==> config.mk <==
export PLATFORM = sky130hd
export DESIGN_NAME = pll_div_search
export DESIGN_NICKNAME = d
export VERILOG_FILES = /design/src/rtl/pll_search_pkg.sv /design/src/rtl/pll_div_restoring.sv /design/src/rtl/pll_bound_pick.sv /design/src/rtl/pll_div_search.sv
export SDC_FILE = /design/constraint.sdc
export NUM_CORES = 2
export LEC_CHECK = 0
export ABC_AREA = 1
export CELL_PAD_IN_SITES_DETAIL_PLACEMENT = 1
export CELL_PAD_IN_SITES_GLOBAL_PLACEMENT = 1
export CORE_AREA = 2 2 333 335
export CTS_CLUSTER_SIZE = 40
export DETAILED_ROUTE_END_ITERATION = 16
export DIE_AREA = 0 0 335 337
export PLACE_DENSITY_LB_ADDON = 0.25
export SLEW_MARGIN = 20
export SYNTH_ARGS = -nofsm -noshare
export SYNTH_HDL_FRONTEND = slang
export SYNTH_HIERARCHICAL = 1
export SYNTH_SLANG_ARGS = --single-unit
==> constraint.sdc <==
create_clock -name clk -period 8.12 [get_ports clk]
set_input_delay 1.624 -clock clk [delete_from_list [all_inputs] [get_ports clk]]
set_output_delay 1.624 -clock clk [all_outputs]
set_load 0.01 [all_outputs]
==> src/rtl/pll_search_pkg.sv <==
// Shared state encoding for the PLL divider search engine.
package pll_search_pkg;
    typedef enum logic [3:0] {
        ST_IDLE,
        ST_NFIRST,
        ST_NLAST,
        ST_NCHK,
        ST_FINT,
        ST_MFIRST,
        ST_MHI,
        ST_MDCO,
        ST_MCHK,
        ST_OFFER
    } srch_state_t;
endpackage

==> src/rtl/pll_div_restoring.sv <==
// Unsigned restoring divider, one quotient bit per cycle (W cycles).
// Assumes: go is only raised while no division is running.
// A zero divisor returns an all-ones quotient and remainder = dividend after one cycle.
module pll_div_restoring #(
    parameter int W = 32
) (
    input  logic         clk,
    input  logic         rst_n,
    input  logic         go,
    input  logic [W-1:0] dividend,
    input  logic [W-1:0] divisor,
    output logic         done,
    output logic [W-1:0] quo,
    output logic [W-1:0] rem
);
    localparam int CW = $clog2(W + 1);

    logic          run;
    logic [CW-1:0] cnt;
    logic [W-1:0]  dvs;
    logic [W:0]    shifted;
    logic [W:0]    trial;

    // Trial subtraction for the next quotient bit.
    always_comb begin
        shifted = {rem, quo[W-1]};
        trial   = shifted - {1'b0, dvs};
    end

    // Load, iterate and finish a division.
    always_ff @(posedge clk) begin
        if (!rst_n) begin
            run  <= 1'b0;
            done <= 1'b0;
            cnt  <= '0;
            dvs  <= '0;
            quo  <= '0;
            rem  <= '0;
        end else begin
            done <= 1'b0;
            if (go) begin
                if (divisor == '0) begin
                    quo  <= '1;
                    rem  <= dividend;
                    done <= 1'b1;
                end else begin
                    run <= 1'b1;
                    cnt <= CW'(W);
                    quo <= dividend;
                    rem <= '0;
                    dvs <= divisor;
                end
            end else if (run) begin
                if (!trial[W]) begin
                    rem <= trial[W-1:0];
                    quo <= {quo[W-2:0], 1'b1};
                end else begin
                    rem <= shifted[W-1:0];
                    quo <= {quo[W-2:0], 1'b0};
                end
                cnt <= cnt - 1'b1;
                if (cnt == CW'(1)) begin
                    run  <= 1'b0;
                    done <= 1'b1;
                end
            end
        end
    end

    p_div_zero_r10: assert property (@(posedge clk) disable iff (!rst_n)
        (go && divisor == '0) |=> (done && quo == '1));
    p_go_idle_r10: assert property (@(posedge clk) disable iff (!rst_n)
        go |-> !run);
endmodule

==> src/rtl/pll_bound_pick.sv <==
// Smallest of three unsigned values; used to clamp range ends.
module pll_bound_pick #(
    parameter int W = 33
) (
    input  logic [W-1:0] a,
    input  logic [W-1:0] b,
    input  logic [W-1:0] c,
    output logic [W-1:0] y
);
    logic [W-1:0] ab;

    // Pairwise minimum, then against the third value.
    always_comb begin
        ab = (a < b) ? a : b;
        y  = (ab < c) ? ab : c;
    end
endmodule

==> src/rtl/pll_div_search.sv <==
// PLL divider search engine: walks N (outer) and M (inner) upward and offers
// each legal setting on a valid/ready handshake until one is accepted.
// Assumes: the judge holds cand_accept valid whenever cand_ready is high.
module pll_div_search
    import pll_search_pkg::*;
#(
    parameter int FW = 32,
    parameter int NW = 8,
    parameter int MW = 12
) (
    input  logic               clk,
    input  logic               rst_n,
    input  logic               start,
    input  logic [FW-1:0]      fin_hz,
    input  logic [FW-1:0]      fint_lo,
    input  logic [FW-1:0]      fint_hi,
    input  logic [FW-1:0]      fout_lo,
    input  logic [FW-1:0]      fout_hi,
    input  logic [FW-1:0]      fdco_hi,
    input  logic [NW-1:0]      n_cap,
    input  logic [MW-1:0]      m_cap,
    output logic               busy,
    output logic               done,
    output logic               found,
    output logic               cand_valid,
    input  logic               cand_ready,
    input  logic               cand_accept,
    output logic [NW-1:0]      cand_n,
    output logic [MW-1:0]      cand_m,
    output logic [FW-1:0]      cand_fint,
    output logic [FW+MW:0]     cand_fdco
);
    localparam int XW  = FW + 1;
    localparam int FDW = FW + MW + 1;

    srch_state_t state;
    logic [FW-1:0] fin_q, filo_q, fihi_q, folo_q, fohi_q, fdco_q;
    logic [NW-1:0] ncap_q;
    logic [MW-1:0] mcap_q;
    logic [XW-1:0] n_cur, n_last, m_cur, m_last, m_hi;
    logic [FW-1:0] fint_r;
    logic          div_pend, div_go, div_done, div_state;
    logic [FW-1:0] div_a, div_b, div_q, div_r;
    logic [XW-1:0] ceil_x, q_half, n_min, m_min;
    logic [XW:0]   half_up;
    logic [FDW-1:0] prod;

    // Choose divider operands for the current step.
    always_comb begin
        div_state = 1'b1;
        div_a     = fin_q;
        div_b     = fint_r;
        unique case (state)
            ST_NFIRST: div_b = fihi_q;
            ST_NLAST:  div_b = filo_q;
            ST_FINT:   div_b = n_cur[FW-1:0];
            ST_MFIRST: div_a = folo_q;
            ST_MHI:    div_a = fohi_q;
            ST_MDCO:   div_a = fdco_q;
            default:   div_state = 1'b0;
        endcase
        div_go = div_state && !div_pend;
    end

    // Rounding helpers on the divider result.
    always_comb begin
        ceil_x  = {1'b0, div_q} + XW'(div_r != '0);
        half_up = {1'b0, ceil_x} + (XW+1)'(1);
        q_half  = XW'(div_q >> 1);
    end

    pll_div_restoring #(.W(FW)) u_div (
        .clk      (clk),
        .rst_n    (rst_n),
        .go       (div_go),
        .dividend (div_a),
        .divisor  (div_b),
        .done     (div_done),
        .quo      (div_q),
        .rem      (div_r)
    );

    pll_bound_pick #(.W(XW)) u_nmin (
        .a (XW'(div_q)),
        .b (XW'(ncap_q)),
        .c ({XW{1'b1}}),
        .y (n_min)
    );

    pll_bound_pick #(.W(XW)) u_mmin (
        .a (m_hi),
        .b (q_half),
        .c (XW'(mcap_q)),
        .y (m_min)
    );

    // Search sequencer: capture, range set-up, candidate offer.
    always_ff @(posedge clk) begin
        if (!rst_n) begin
            state    <= ST_IDLE;
            div_pend <= 1'b0;
            done     <= 1'b0;
            found    <= 1'b0;
            fin_q    <= '0;
            filo_q   <= '0;
            fihi_q   <= '0;
            folo_q   <= '0;
            fohi_q   <= '0;
            fdco_q   <= '0;
            ncap_q   <= '0;
            mcap_q   <= '0;
            n_cur    <= '0;
            n_last   <= '0;
            m_cur    <= '0;
            m_last   <= '0;
            m_hi     <= '0;
            fint_r   <= '0;
        end else begin
            done <= 1'b0;
            if (div_go) begin
                div_pend <= 1'b1;
            end else if (div_done) begin
                div_pend <= 1'b0;
            end
            unique case (state)
                ST_IDLE: begin
                    if (start) begin
                        fin_q  <= fin_hz;
                        filo_q <= fint_lo;
                        fihi_q <= fint_hi;
                        folo_q <= fout_lo;
                        fohi_q <= (fout_hi == '0) ? '1 : fout_hi;
                        fdco_q <= fdco_hi;
                        ncap_q <= n_cap;
                        mcap_q <= m_cap;
                        found  <= 1'b0;
                        state  <= ST_NFIRST;
                    end
                end
                ST_NFIRST: if (div_pend && div_done) begin
                    n_cur <= (ceil_x == '0) ? XW'(1) : ceil_x;
                    state <= ST_NLAST;
                end
                ST_NLAST: if (div_pend && div_done) begin
                    n_last <= n_min;
                    state  <= ST_NCHK;
                end
                ST_NCHK: begin
                    if (n_cur > n_last) begin
                        done  <= 1'b1;
                        state <= ST_IDLE;
                    end else begin
                        state <= ST_FINT;
                    end
                end
                ST_FINT: if (div_pend && div_done) begin
                    fint_r <= div_q;
                    state  <= ST_MFIRST;
                end
                ST_MFIRST: if (div_pend && div_done) begin
                    m_cur <= (half_up[XW:1] == '0) ? XW'(1) : half_up[XW:1];
                    state <= ST_MHI;
                end
                ST_MHI: if (div_pend && div_done) begin
                    m_hi  <= q_half;
                    state <= ST_MDCO;
                end
                ST_MDCO: if (div_pend && div_done) begin
                    m_last <= m_min;
                    state  <= ST_MCHK;
                end
                ST_MCHK: begin
                    if (m_cur > m_last) begin
                        n_cur <= n_cur + 1'b1;
                        state <= ST_NCHK;
                    end else begin
                        state <= ST_OFFER;
                    end
                end
                ST_OFFER: begin
                    if (cand_ready) begin
                        if (cand_accept) begin
                            found <= 1'b1;
                            done  <= 1'b1;
                            state <= ST_IDLE;
                        end else begin
                            m_cur <= m_cur + 1'b1;
                            state <= ST_MCHK;
                        end
                    end
                end
                default: state <= ST_IDLE;
            endcase
        end
    end

    // Candidate outputs come straight from the loop registers.
    always_comb begin
        busy       = (state != ST_IDLE);
        cand_valid = (state == ST_OFFER);
        cand_n     = n_cur[NW-1:0];
        cand_m     = m_cur[MW-1:0];
        cand_fint  = fint_r;
        prod       = FDW'(m_cur[MW-1:0]) * FDW'(fint_r);
        cand_fdco  = {prod[FDW-2:0], 1'b0};
    end

    p_hold_cand_r12: assert property (@(posedge clk) disable iff (!rst_n)
        (cand_valid && !cand_ready) |=> (cand_valid && $stable(cand_n) && $stable(cand_m)
                                         && $stable(cand_fint) && $stable(cand_fdco)));
    p_m_window_r5: assert property (@(posedge clk) disable iff (!rst_n)
        cand_valid |-> (m_cur >= XW'(1) && m_cur <= m_last));
    p_n_window_r2: assert property (@(posedge clk) disable iff (!rst_n)
        cand_valid |-> (n_cur >= XW'(1) && n_cur <= n_last && n_cur <= XW'(ncap_q)));
    p_no_retry_r8: assert property (@(posedge clk) disable iff (!rst_n)
        (cand_valid && cand_ready) |=> !cand_valid);
    p_found_with_done_r8: assert property (@(posedge clk) disable iff (!rst_n)
        $rose(found) |-> done);
    p_busy_ends_r11: assert property (@(posedge clk) disable iff (!rst_n)
        done |-> !busy);
endmodule

==> reports/metrics.yaml <==
status:
  status: "complete, but fails checks"
  violations: "max-slew violations"
grt:
  grt_max_degree: 114
  grt_pass1_wl_um: 296000
  gr-total-overflow: 0
  antenna_found_initial: 19
  grt_use_total_pct: 33.9
  first_global_vias: 50300
worst_setup_path:
  critical_path.top_delay_family: "adder cells"
  required_ns: 6.50
  crit_type: "reg -> out"
  end_kind: "primary output"
  arrival_ns: 6.33
  start_kind: "register"
  slowest_delay_ns: 0.57
  crit_chain: "buf_4, nand2_1, fa_1, inv_1, fa_1, fa_1, fa_1, inv_1, fa_1, inv_1, ha_4, nand2_1, nor2_2, inv_1, nor3_2, a21oi_2, o21ai_1, buf_4, xor2_2, clkdlybuf4s50_1"
  critical_path_buf_inv_count: 7
  cp_max_fo: 14
  crit_slowest_cell: "fa_1"
  critical_path.most_common_cell: "fa_1"
power:
  p_leak_nw: 26.6
  ir_worst_vdd_mv: 0.237
  p_per_area_nw_per_um2: 242
floorplan:
  die_h_um: 337
  coreArea_sq_um: 110000
  core.rowCount: 122
  dieWidth_um: 335
  die_area_sq_um: 113000
  start_util_pct: 43.6
  io_pins: 318
synth:
  yosys.area.top_type: "dfxtp_1"
  synth_top_area_share_pct: 21.7
  yosys_warnings: 6
  synthCells: 7073
  synth_async_sr_flop_share_pct: 0
  synthDistinctLibCells: 66
  ys.flop_type: "dfxtp_1"
  synth-seq-area-share_pct: 21.7
  syn_area_sq_um: 47800
  synth_edf_count: 0
  syn_avg_cell_area_sq_um: 6.76
  synth_seq_cells: 518
  synth.top_cells.by_area: "dfxtp_1 22%, nand2_1 13%, fa_1 13%"
timing:
  finalSetupTns_ns: 0
  setup_viol: 0
  rsz0062_at_grt: "true"
  final_max_slew_viol_count: 35
  fin_crit_ns: 7.96
  clock_skew_ns: 0.0381
  finalCritPeriodShare_pct: 98.0
  fmax_mhz: 126
  hold_viol: 0
  relSlewSlack_pct: -10.9
  worstMarginPinSlew_ns: 1.66
clocking:
  cts_root_buffer: "clkbuf_16"
  cts_hold_buf: 0
  insertion_delay_ns: 0.64
  cts_tree: "yes"
  clk_path_buf_depth: 3
  htreeDepth: 3
  cts.sinks: 518
  cts_made_buffers: 66
  clk_pin_slew_ns: 0.06
final_layout:
  final_common_cell: "nand2_1"
  fill_cells: 14300
  mostFrequentLayoutCells: "1706 x nand2_1, 1229 x inv_1, 626 x a21oi_1"
  utilization_pct: 50.8
  drive_gt1_share_pct: 9.10
  nets: 8227
  fin_cells: 8879
  syn2layout_area_growth_pct: 16.6
route:
  initialDrtViolationCount: 3921
  antenna_left: 0
  vias: 49300
  drt-pass1-iter-count: 7
  wl_per_cell_um: 22.0
  via_per_inst: 5.55
  drt_wl_total_um: 195000
  drcViolationCount: 0
place:
  hpwl_um: 150000
  place_inst: 8733
  globalplace.congestion: 0.974
  io_buffer_count: 316
worst_hold_path:
  hold_path_class: "reg -> reg"
job:
  drv_cap: 0
-- stage by stage --
| stage | worst slack [ns] | instance area, sq um | power [mW] | hold WS (ns) |
|---|---|---|---|---|
| 2_1_floorplan | 0.796 | 48300 | 8.12 | 0.425 |
| 3_3_place_gp | -0.0593 | 52700 | 9.89 | 0.436 |
| 3_5_place_dp | -0.190 | 52700 | 10.1 | 0.443 |
| 4_1_cts | -0.169 | 55400 | 13.3 | 0.452 |
| 5_1_grt | -0.0323 | 55700 | 14.3 | 0.472 |
| 6_report | 0.165 | 55700 | 13.5 | 0.449 |
-- layer usage --
layer,routed length [um],track usage (%)
met1,84000,45.0
met2,89500,55.4
met3,13800,5.35
met4,7560,12.7
met5,90,0
-- cell usage after synthesis (10+ instances only) --
master and number:
inv_2 26, or2_2 14, o22ai_1 49, nand2_4 21, fa_1 301, o21a_1 11
nand4_1 77, a31oi_1 57, clkbuf_1 251, nor2_4 14, a21oi_1 639, buf_2 26
buf_4 36, ha_1 316, nor3_1 37, a221oi_1 55, nor2_1 402, o211ai_1 14
nand3_1 328, nand3_2 36, o21bai_1 13, nor4_1 28, buf_1 37, a21oi_2 87
xnor2_1 29, nand2_1 1714, o21ai_0 461, inv_1 1232, xor2_1 53, nand2_2 57
o2111ai_1 10, dfxtp_1 518, nor2_2 30
-- sequential cells by signal, indices dropped and copies added, names as in the netlist, 4 cells and up --
register	count
cand_fint	32
fdco_q	32
fihi_q	32
filo_q	32
fin_q	32
fohi_q	32
folo_q	32
m_cur	33
m_hi	31
m_last	33
mcap_q	12
n_cur	33
n_last	33
ncap_q	8
state	4
u_div/cnt	6
u_div/dvs	32
u_div/quo	32
u_div/rem	32
-- timing repair --
action / in CTS / in global routing
gates cloned: 2 / 1
gates resized for setup: 102 / 66
pin swaps: 9 / 6
setup buffers: 6 / 9
endpoints found under the setup margin: 23 / 20
-- worst register-to-register path: stages (launching register included) --
cell,delay [ns]
dfxtp_1,0.94
buf_4,0.32
ha_1,0.25
nand2_1,0.09
inv_1,0.04
nand2_1,0.06
nand2_1,0.05
nand2_1,0.06
nand2_1,0.05
nand2_1,0.05
nand2_1,0.05
nand2_1,0.12
nand2_4,0.51
a21oi_2,0.38
ha_1,0.18
nand2_1,0.07
nor2_1,0.14
nand4_1,0.14
nor4_1,0.50
and3_1,0.27
nand2_2,0.43
nand2_2,0.76
nand2_1,0.13
nand2_1,0.19
nand3_1,0.10
a21oi_1,0.17
-- kinds of logic (layout without fill, tap and decap cells) --
group	count (synthesis)	in the layout	share of synthesized area, %
adder cells (fa/ha/maj)	617	617	20.9
XOR/XNOR	82	82	1.50
buffers and inverters	1632	1860	13.6
flip-flops	518	518	21.7
AO/OA/AOI/OAI	1429	1429	16.8
other	2	154	0.0157
AND/OR/NAND/NOR	2793	2793	25.5
-- report_power, final --
part	total (mW)	leakage (nW)	switching (mW)	internal (mW)
clock network	3.16	1.12	1.28	1.89
registers	3.42	4.25	0.427	2.99
logic	6.88	21.2	4.83	2.05
-- cell type report --
class,count,area (sq um),area share [%]
clock buffers,92,1920,3.45
well taps,1426,1780,3.20
flip-flops and latches,518,10400,18.7
diodes,12,30.0,0.0539
inverters,1263,4750,8.52
repair buffers,481,4640,8.32
clock inverters,24,353,0.633
multi-input cells,5063,31800,57.1
-- path summary, 6_finish.rpt --
kind,slack [ns],startpoint,endpoint,cells after the start
max reg2reg,2.02,u_div/quo[3],n_last[0],25
max,0.16,cand_fint[9],cand_fdco[26],20
min reg2reg,0.45,fin_q[21],fin_q[21],2
min,0.45,fin_q[21],fin_q[21],2
Note: power is estimated with default switching activity, not from simulation.
